## config.mk

```make
export PLATFORM = sky130hd
export DESIGN_NAME = cfgsum_engine
export DESIGN_NICKNAME = d
export VERILOG_FILES = /design/src/rtl/cfgsum_pkg.sv /design/src/rtl/cfgsum_step.sv /design/src/rtl/cfgsum_accum.sv /design/src/rtl/cfgsum_result.sv /design/src/rtl/cfgsum_engine.sv
export SDC_FILE = /design/constraint.sdc
export NUM_CORES = 1
export LEC_CHECK = 0
export BUFFER_PORTS_ARGS = -buffer_cell sky130_fd_sc_hd__buf_4
export CORE_MARGIN = 4
export CORE_UTILIZATION = 52
export DETAILED_ROUTE_END_ITERATION = 8
export PLACE_DENSITY = 0.82
export SETUP_SLACK_MARGIN = 0.2
export SYNTH_ARGS = -nofsm -noshare
export SYNTH_HDL_FRONTEND = slang
export SYNTH_SLANG_ARGS = --single-unit
```

## constraint.sdc

```tcl
create_clock -name clk -period 1.4 [get_ports clk]
set_input_delay 0 -clock clk [delete_from_list [all_inputs] [get_ports clk]]
set_output_delay 0 -clock clk [all_outputs]
set_load 0.02 [all_outputs]
```

## src/rtl/cfgsum_pkg.sv

```systemverilog
package cfgsum_pkg;
    localparam int unsigned CW        = 16;
    localparam int unsigned ROT_BITS  = 1;
    localparam int unsigned IMG_WORDS = 128;
    localparam logic [CW-1:0] SEED_VAL = 16'hAAAA;

    typedef logic [CW-1:0] cword_t;

    typedef struct packed {
        logic   open;
        logic   valid;
        logic   last;
        cword_t data;
    } beat_t;

    typedef struct packed {
        logic   fin;
        cword_t value;
    } fold_res_t;
endpackage

```

## src/rtl/cfgsum_step.sv

```systemverilog
module cfgsum_step #(
    parameter int unsigned W   = 16,
    parameter int unsigned ROT = 1
) (
    input  logic [W-1:0] acc_i,
    input  logic [W-1:0] word_i,
    output logic [W-1:0] next_o
);
    logic [W-1:0] mixed;

    assign mixed = acc_i ^ word_i;

    for (genvar i = 0; i < W; i++) begin : g_rot
        localparam int unsigned SRC = (i + W - ROT) % W;
        assign next_o[i] = mixed[SRC];
    end
endmodule

```

## src/rtl/cfgsum_accum.sv

```systemverilog
module cfgsum_accum
    import cfgsum_pkg::*;
#(
    parameter int unsigned   W    = CW,
    parameter logic [W-1:0]  SEED = SEED_VAL
) (
    input  logic         clk,
    input  logic         rst,
    input  beat_t        beat_i,
    output logic         fin_o,
    output logic [W-1:0] fin_val_o
);
    logic [W-1:0] acc_q;
    logic         busy_q;
    logic         take;
    logic [W-1:0] base;
    logic [W-1:0] folded;

    assign take = beat_i.valid & (beat_i.open | busy_q);
    assign base = beat_i.open ? SEED : acc_q;

    cfgsum_step #(.W(W), .ROT(ROT_BITS)) u_step (
        .acc_i  (base),
        .word_i (beat_i.data),
        .next_o (folded)
    );

    always_ff @(posedge clk) begin
        if (rst) begin
            acc_q  <= SEED;
            busy_q <= 1'b0;
        end else if (take) begin
            acc_q  <= folded;
            busy_q <= ~beat_i.last;
        end else if (beat_i.open) begin
            acc_q  <= SEED;
            busy_q <= 1'b1;
        end
    end

    assign fin_o     = take & beat_i.last;
    assign fin_val_o = folded;

    AST_STALL_HOLDS: assert property (@(posedge clk) disable iff (rst)
        (!beat_i.valid && !beat_i.open) |=> $stable(acc_q));
    AST_IDLE_IGNORED: assert property (@(posedge clk) disable iff (rst)
        (!busy_q && !beat_i.open) |=> $stable(acc_q) && !busy_q);
    AST_START_RELOADS: assert property (@(posedge clk) disable iff (rst)
        (beat_i.open && !beat_i.valid) |=> (acc_q == SEED) && busy_q);
endmodule

```

## src/rtl/cfgsum_result.sv

```systemverilog
module cfgsum_result #(
    parameter int unsigned W = 16
) (
    input  logic         clk,
    input  logic         rst,
    input  logic         fin_i,
    input  logic [W-1:0] val_i,
    input  logic         cmp_en_i,
    input  logic [W-1:0] ref_i,
    output logic [W-1:0] sum_o,
    output logic         done_o,
    output logic         match_o
);
    always_ff @(posedge clk) begin
        if (rst) begin
            sum_o   <= '0;
            done_o  <= 1'b0;
            match_o <= 1'b0;
        end else begin
            done_o <= fin_i;
            if (fin_i) begin
                sum_o   <= val_i;
                match_o <= cmp_en_i && (val_i == ref_i);
            end
        end
    end

    AST_DONE_CAUSE: assert property (@(posedge clk) disable iff (rst)
        done_o |-> $past(fin_i));
    AST_SUM_HOLD: assert property (@(posedge clk) disable iff (rst)
        !done_o |-> $stable(sum_o));
    AST_MATCH_NEEDS_CMP: assert property (@(posedge clk) disable iff (rst)
        $rose(match_o) |-> $past(cmp_en_i) && done_o);
endmodule

```

## src/rtl/cfgsum_engine.sv

```systemverilog
module cfgsum_engine
    import cfgsum_pkg::*;
#(
    parameter int unsigned  W    = CW,
    parameter logic [W-1:0] SEED = SEED_VAL
) (
    input  logic         clk,
    input  logic         rst,
    input  logic         start_i,
    input  logic         valid_i,
    input  logic [W-1:0] word_i,
    input  logic         last_i,
    input  logic         cmp_en_i,
    input  logic [W-1:0] ref_i,
    output logic [W-1:0] sum_o,
    output logic         done_o,
    output logic         match_o
);
    beat_t        beat;
    logic         fin;
    logic [W-1:0] fin_val;

    assign beat.open  = start_i;
    assign beat.valid = valid_i;
    assign beat.last  = last_i;
    assign beat.data  = word_i;

    cfgsum_accum #(.W(W), .SEED(SEED)) u_accum (
        .clk       (clk),
        .rst       (rst),
        .beat_i    (beat),
        .fin_o     (fin),
        .fin_val_o (fin_val)
    );

    cfgsum_result #(.W(W)) u_result (
        .clk      (clk),
        .rst      (rst),
        .fin_i    (fin),
        .val_i    (fin_val),
        .cmp_en_i (cmp_en_i),
        .ref_i    (ref_i),
        .sum_o    (sum_o),
        .done_o   (done_o),
        .match_o  (match_o)
    );
endmodule

```

==> out/qor.csv, run 1 <==
metric,value,unit
status,completed,
Worst-path clk slew,80,ps
"most common cell after layout, fill and taps aside",buf_4,
vias in the first global route,2015,
H-tree levels,2,
layout cell share with drive strength beyond 1,42.1,%
crit end category,flop,
Power Density,822,mW/mm^2
final period utilization,97.4,%
share of the synthesized area in the top cell type,33.5,%
type of the most critical hold path,in2reg,
DRT Pass-1 Iters,4,
row cnt,22,
Final setup viols,0,
Cells after Synth,249,
I/O pins,56,
sequential share of the synthesized area,33.5,%
"Warnings, synthesis",0,
Worst Path Required,1610,ps
WS Path Type,reg2reg,
Root Buffer,clkbuf_8,
Iter 0 DRT Violations,188,
number of max-cap violations,0,
initial antenna violation count,0,
gr usage total,23.4,%
relative slew slack,63.0,%
top post-synthesis cells by area,"dfxtp_1, xnor2_1, nor2_1",
post-detail-place hpwl,4.13,mm
Worst Tran Pin Value,554,ps
Max clock buf depth,2,
synthesis-to-finish area growth,49.4,%
Post-synth top flop,dfxtp_1,
Port Buf Inserts,55,
RSZ-0062 raised after global routing,true,
CORE AREA,0.00377,mm^2
pre-CTS WS,-2.10,ps
hold path startpoint,word_i[2],
Cell variety after synth,44,
Pwr Total,2.57,mW
Hold Fails Final Rpt,0,
vias per inst,5.99,
WP data arrival,1580,ps
Startpoint Class,flop,
TritonCTS Buffers,5,
Reg2Reg Depth,5,
pin count of the biggest net entering global routing,38,
die height,71.4,um
# clock sinks,35,
Ant. Diodes,0,
WL/cell,18.4,um
CTS tree,done,
routed wire length,7.08,mm
global-route wire length before repair,9.47,mm
Max Clock Skew,5.70,ps
hold path cells,3,
"FFs w/ async S/R, synth",0,%
vias after detailed routing,2307,
syn avg cell area,8.39,um^2
worst-case vdd ir drop,0.780,mV
clk_lat worst skew,290,ps
Antenna Violating Nets Remaining,0,
LEAKAGE,1.21,nW
Final WS setup,37.0,ps
Post-synth EDFFs,0,
fin. max-slew vios,0,
Critical path origin,u_accum.acc_q[0]$_SDFF_PP0_,
fmax,734,MHz
cell taking the most area after synthesis,dfxtp_1,
post-layout util,82.8,%
post-layout min period,1360,ps
Starting Density,55.4,%
CP max FO,4,
most frequent cells in the layout,"buf_4, nor2_1, dfxtp_1",
GP Congestion,0.834,
Synth Cell Area,0.00209,mm^2
Nets,374,
Die Footprint,0.00510,mm^2
chip width,71.4,um
reg2reg start,u_accum.acc_q[0]$_SDFF_PP0_,
Residual DRC,0,
"FF+latch count, synth",35,
Syn Nets,287,
gr ovfl total,0,
Fin Setup TNS,0,ps
[power by group]
| group | leakage, nW | internal, mW | switching [mW] |
|---|---|---|---|
| logic | 0.883 | 0.363 | 0.368 |
| clock network | 0.0402 | 0.346 | 0.404 |
| registers | 0.287 | 1.05 | 0.0394 |
[per-stage QoR]
stage / std cells / instance area (um^2) / hold WS [ps]
detailed placement: 357 / 2670 / 199
finish: 385 / 3120 / 16.4
floorplan: 249 / 2130 / 152
global route: 385 / 3120 / 40.0
global placement: 357 / 2670 / 198
CTS: 376 / 2900 / 8.85
[worst paths after layout]
kind	endpoint	slack (ps)
worst max register to register	u_result.match_o$_SDFFE_PP0P_	40
worst min-delay path	u_accum.acc_q[3]$_SDFF_PP1_	20
worst max-delay path	u_result.match_o$_SDFFE_PP0P_	40
worst min register to register	u_result.sum_o[14]$_SDFFE_PP0P_	460
[worst max-delay path, stage by stage, from the launching register on]
cell and delay, ps:
dfxtp_1 440, nor2b_4 210, xnor2_1 170, nor2_1 70, nand4b_1 180, o31ai_2 220
[cells in the mapped netlist (2+ instances only)]
cell type / number
dfxtp_1: 35
xor2_1: 9
o32a_1: 8
o21ai_0: 2
a21oi_1: 18
nor3_1: 10
clkbuf_1: 6
inv_1: 2
nor2b_1: 6
o32ai_1: 6
nor2_2: 5
nand4b_1: 2
nand2b_1: 7
nand2_1: 19
a211oi_1: 7
nor3b_1: 9
nor2_1: 37
buf_6: 2
a31oi_1: 6
nand4_1: 2
xnor2_1: 23
buf_2: 6
[cell families after synthesis]
kind of cell,Yosys count,share of synthesized area (%)
compound gates,59,21.0
buf+inv,17,4.31
xor+xnor,34,15.6
simple gates,104,25.6
flops,35,33.5
[what timing repair did]
action,CTS,global route
pin swaps,9,7
endpoints found under the setup margin,16,23
buffers inserted,4,5
hold buffers,6,0
endpoints found under the hold margin,5,0
cloned,1,4
resized for setup,15,35
[metal layers]
metal	part of all wire (%)	wire (um)	vias to the layer above	track usage, %
met5	0	0	-	0
li1	-	-	1065	-
met2	51	3580	127	37.7
met1	38	2720	1094	30.8
met4	2.8	195	0	6.68
met3	8.4	592	21	6.03
[registers in the layout, indices dropped and copies added, names as in the netlist]
register,count
u_result.sum_o,16
u_result.done_o,1
u_accum.busy_q,1
u_accum.acc_q,16
u_result.match_o,1
[area by class of cell]
cell class	count	area [um^2]
Multi-Input combinational cell	197	1470
Timing Repair Buffer	95	786
Sequential cell	35	713
Fill cell	213	649
Clock buffer	5	68.8
Tap cell	48	60.1
Clock inverter	3	20.0
Inverter	2	7.51
(Power assumes the default switching activity.)
==> inputs of run 2 (changes only) <==
PLACE_DENSITY = unset   (was 0.82)
PLACE_DENSITY_LB_ADDON = 0.05   (was unset)
==> run 2 against run 1 <==
  * The flow now finishes with violations (negative setup slack)
  * Core utilization decreased by 0.30 points
  * Sequential share of layout area about the same
  * Combinational power decreased by 3.7%
  * Via count decreased by 4.5%
  * Final area decreased by 0.36%
  * Clock power increased by 47%
  * Global-route usage increased by 0.081 points
  * Worst hold slack got worse by 7.3 ps
  * Power increased by 12%
  * Die area unchanged
  * Largest cell class unchanged
  * Largest power group is now the clock network
  * Highest routed layer unchanged
==> out/qor.csv, run 2 (synthesized netlist as in run 1, its figures left out) <==
metric,value,unit,change
status,"finished, violations left",,was completed
violated checks,negative setup slack,,
CORE AREA,0.00377,mm^2,unchanged
initial antenna violation count,0,,unchanged
Max Clock Skew,3.05,ps,was 5.70 ps
WS Path Type,reg2reg,,unchanged
combinational share of power,24.4,%,was 28.5%
Worst Tran Pin Value,514,ps,was 554 ps
TritonCTS Buffers,5,,unchanged
routed wire length,6.60,mm,was 7.08 mm
GP Congestion,0.903,,was 0.834
Die Footprint,0.00510,mm^2,unchanged
H-tree levels,2,,unchanged
Starting Density,55.4,%,unchanged
vias after detailed routing,2204,,"was 2,307"
Max clock buf depth,2,,unchanged
hold slack,9.02,ps,was 16.4 ps
synthesis-to-finish area growth,48.9,%,was 49.4%
hold path startpoint,last_i,,was word_i[2]
global-route wire length before repair,9.42,mm,was 9.47 mm
number of max-cap violations,0,,unchanged
gr ovfl total,0,,unchanged
layout cell share with drive strength beyond 1,39.8,%,was 42.1%
type of the most critical hold path,in2reg,,unchanged
Residual DRC,0,,unchanged
worst-case vdd ir drop,0.840,mV,was 0.780 mV
vias in the first global route,2011,,"was 2,015"
relative slew slack,65.7,%,was 63.0%
Cell Int Power,2.12,mW,was 1.75 mW
Iter 0 DRT Violations,208,,was 188
gr usage total,23.4,%,about the same
reg2reg start,u_accum.acc_q[13]$_SDFF_PP1_,,was u_accum.acc_q[0]$_SDFF_PP0_
Root Buffer,clkbuf_8,,unchanged
Worst-path clk slew,70,ps,was 80 ps
# fillers,223,,was 213
Nets,376,,was 374
Port Buf Inserts,55,,unchanged
post-layout min period,1450,ps,was 1360 ps
I/O pins,56,,unchanged
area occupied by multi-input gates,0.00141,mm^2,was 0.00147 mm^2
Seq pwr share,37.6,%,was 42.3%
Antenna Violating Nets Remaining,0,,unchanged
Final setup viols,1,,was 0
final period utilization,104,%,was 97.4%
Worst Path Required,1610,ps,about the same
most frequent cells in the layout,"buf_4, nor2_1, dfxtp_1",,unchanged
pre-CTS WS,-24.9,ps,was -2.10 ps
CTS tree,done,,unchanged
Clk pwr share,38.0,%,was 29.2%
WP data arrival,1660,ps,was 1580 ps
fin. max-slew vios,0,,unchanged
Reg area,711,um^2,was 713 um^2
Pwr Total,2.88,mW,was 2.57 mW
Hold Fails Final Rpt,0,,unchanged
largest registers,"u_accum.acc_q: 16 flops, u_result.sum_o: 16 flops",,unchanged
switching share of power,26.6,%,was 31.6%
"most common cell after layout, fill and taps aside",buf_4,,unchanged
crit end category,flop,,unchanged
CP max FO,5,,was 4
clk_lat worst skew,290,ps,about the same
pin count of the biggest net entering global routing,35,,was 38
Reg2Reg Depth,5,,unchanged
# clock sinks,35,,unchanged
vias per inst,5.70,,was 5.99
WL/cell,17.0,um,was 18.4 um
die height,71.4,um,unchanged
Final WS setup,-50.0,ps,was 37.0 ps
hold path cells,3,,unchanged
Power Density,927,mW/mm^2,was 822 mW/mm^2
chip width,71.4,um,unchanged
NetSw,0.767,mW,was 0.811 mW
RSZ-0062 raised after global routing,true,,unchanged
post-detail-place hpwl,4.24,mm,was 4.13 mm
DRT Pass-1 Iters,4,,unchanged
row cnt,22,,unchanged
Critical path origin,u_accum.acc_q[13]$_SDFF_PP1_,,was u_accum.acc_q[0]$_SDFF_PP0_
Ant. Diodes,0,,unchanged
LEAKAGE,1.23,nW,was 1.21 nW
fmax,690,MHz,was 734 MHz
Startpoint Class,flop,,unchanged
## run 2: cell count changes in the layout (fill, tap and decap cells not counted), sizes merged
cell / before / now
clkinvlp: 2 / 0
clkbuf: 6 / 7
bufinv: 0 / 2
buf: 88 / 90
clkinv: 1 / 0
## run 2: power by group through the flow
stage	Clock (mW)	Combinational (mW)	Sequential, mW
CTS	1.10	0.624	1.08
global route	1.14	0.753	1.09
global placement	0	0.588	1.10
floorplan	0	0.315	1.13
finish	1.10	0.704	1.09
detailed placement	0	0.593	1.10
## run 2: cell type report
| type | count | area share, % |
|---|---|---|
| Tap cell | 48 | 1.93 |
| Clock inverter | 2 | 1.93 |
| Inverter | 2 | 0.241 |
| Clock buffer | 6 | 2.33 |
| Multi-Input combinational cell | 197 | 45.5 |
| Sequential cell | 35 | 22.8 |
| Timing Repair Buffer | 97 | 25.3 |
## run 2: worst paths after layout
path | to | slack, ps
hold reg to reg | u_result.sum_o[6]$_SDFFE_PP0P_ | 450
setup reg to reg | u_result.match_o$_SDFFE_PP0P_ | -50
setup / recovery | u_result.match_o$_SDFFE_PP0P_ | -50
hold / removal | u_result.done_o$_SDFF_PP0_ | 9
## run 2: per-stage QoR
stage | setup TNS (ps) | util (%) | cells | cell area (um^2)
after floorplan | 0 | - | 249 | 2130
after global routing | -113 | 82.5 | 387 | 3110
after CTS | 0 | 77.6 | 374 | 2930
after global placement | 0 | 70.8 | 357 | 2670
after detailed placement | -24.9 | 70.8 | 357 | 2670
final | -50.0 | 82.5 | 387 | 3110
## run 2: what timing repair did
item / in CTS / in global routing
cloned: 0 / 5
buffers inserted: 3 / 8
setup endpoints to repair: 12 / 30
resized for setup: 12 / 23
hold buffers: 6 / 0
pin swaps: 2 / 6
hold endpoints to repair: 6 / 0
## run 2: critical path, stage by stage (launching register included)
cell and delay, ps:
dfxtp_1 340, nor2_2 240, nor3_1 100, a2111oi_2 330, nand4_1 160, o31ai_2 190
## run 2: per-layer routing
layer  vias to the layer above  GRT usage [%]  share of wire, %
li1                       1067              -                 -
met1                      1037           30.2                41
met2                        91           38.8                50
met3                         9           4.63               6.5
met4                         0           8.56               1.8
met5                         -              0                 0
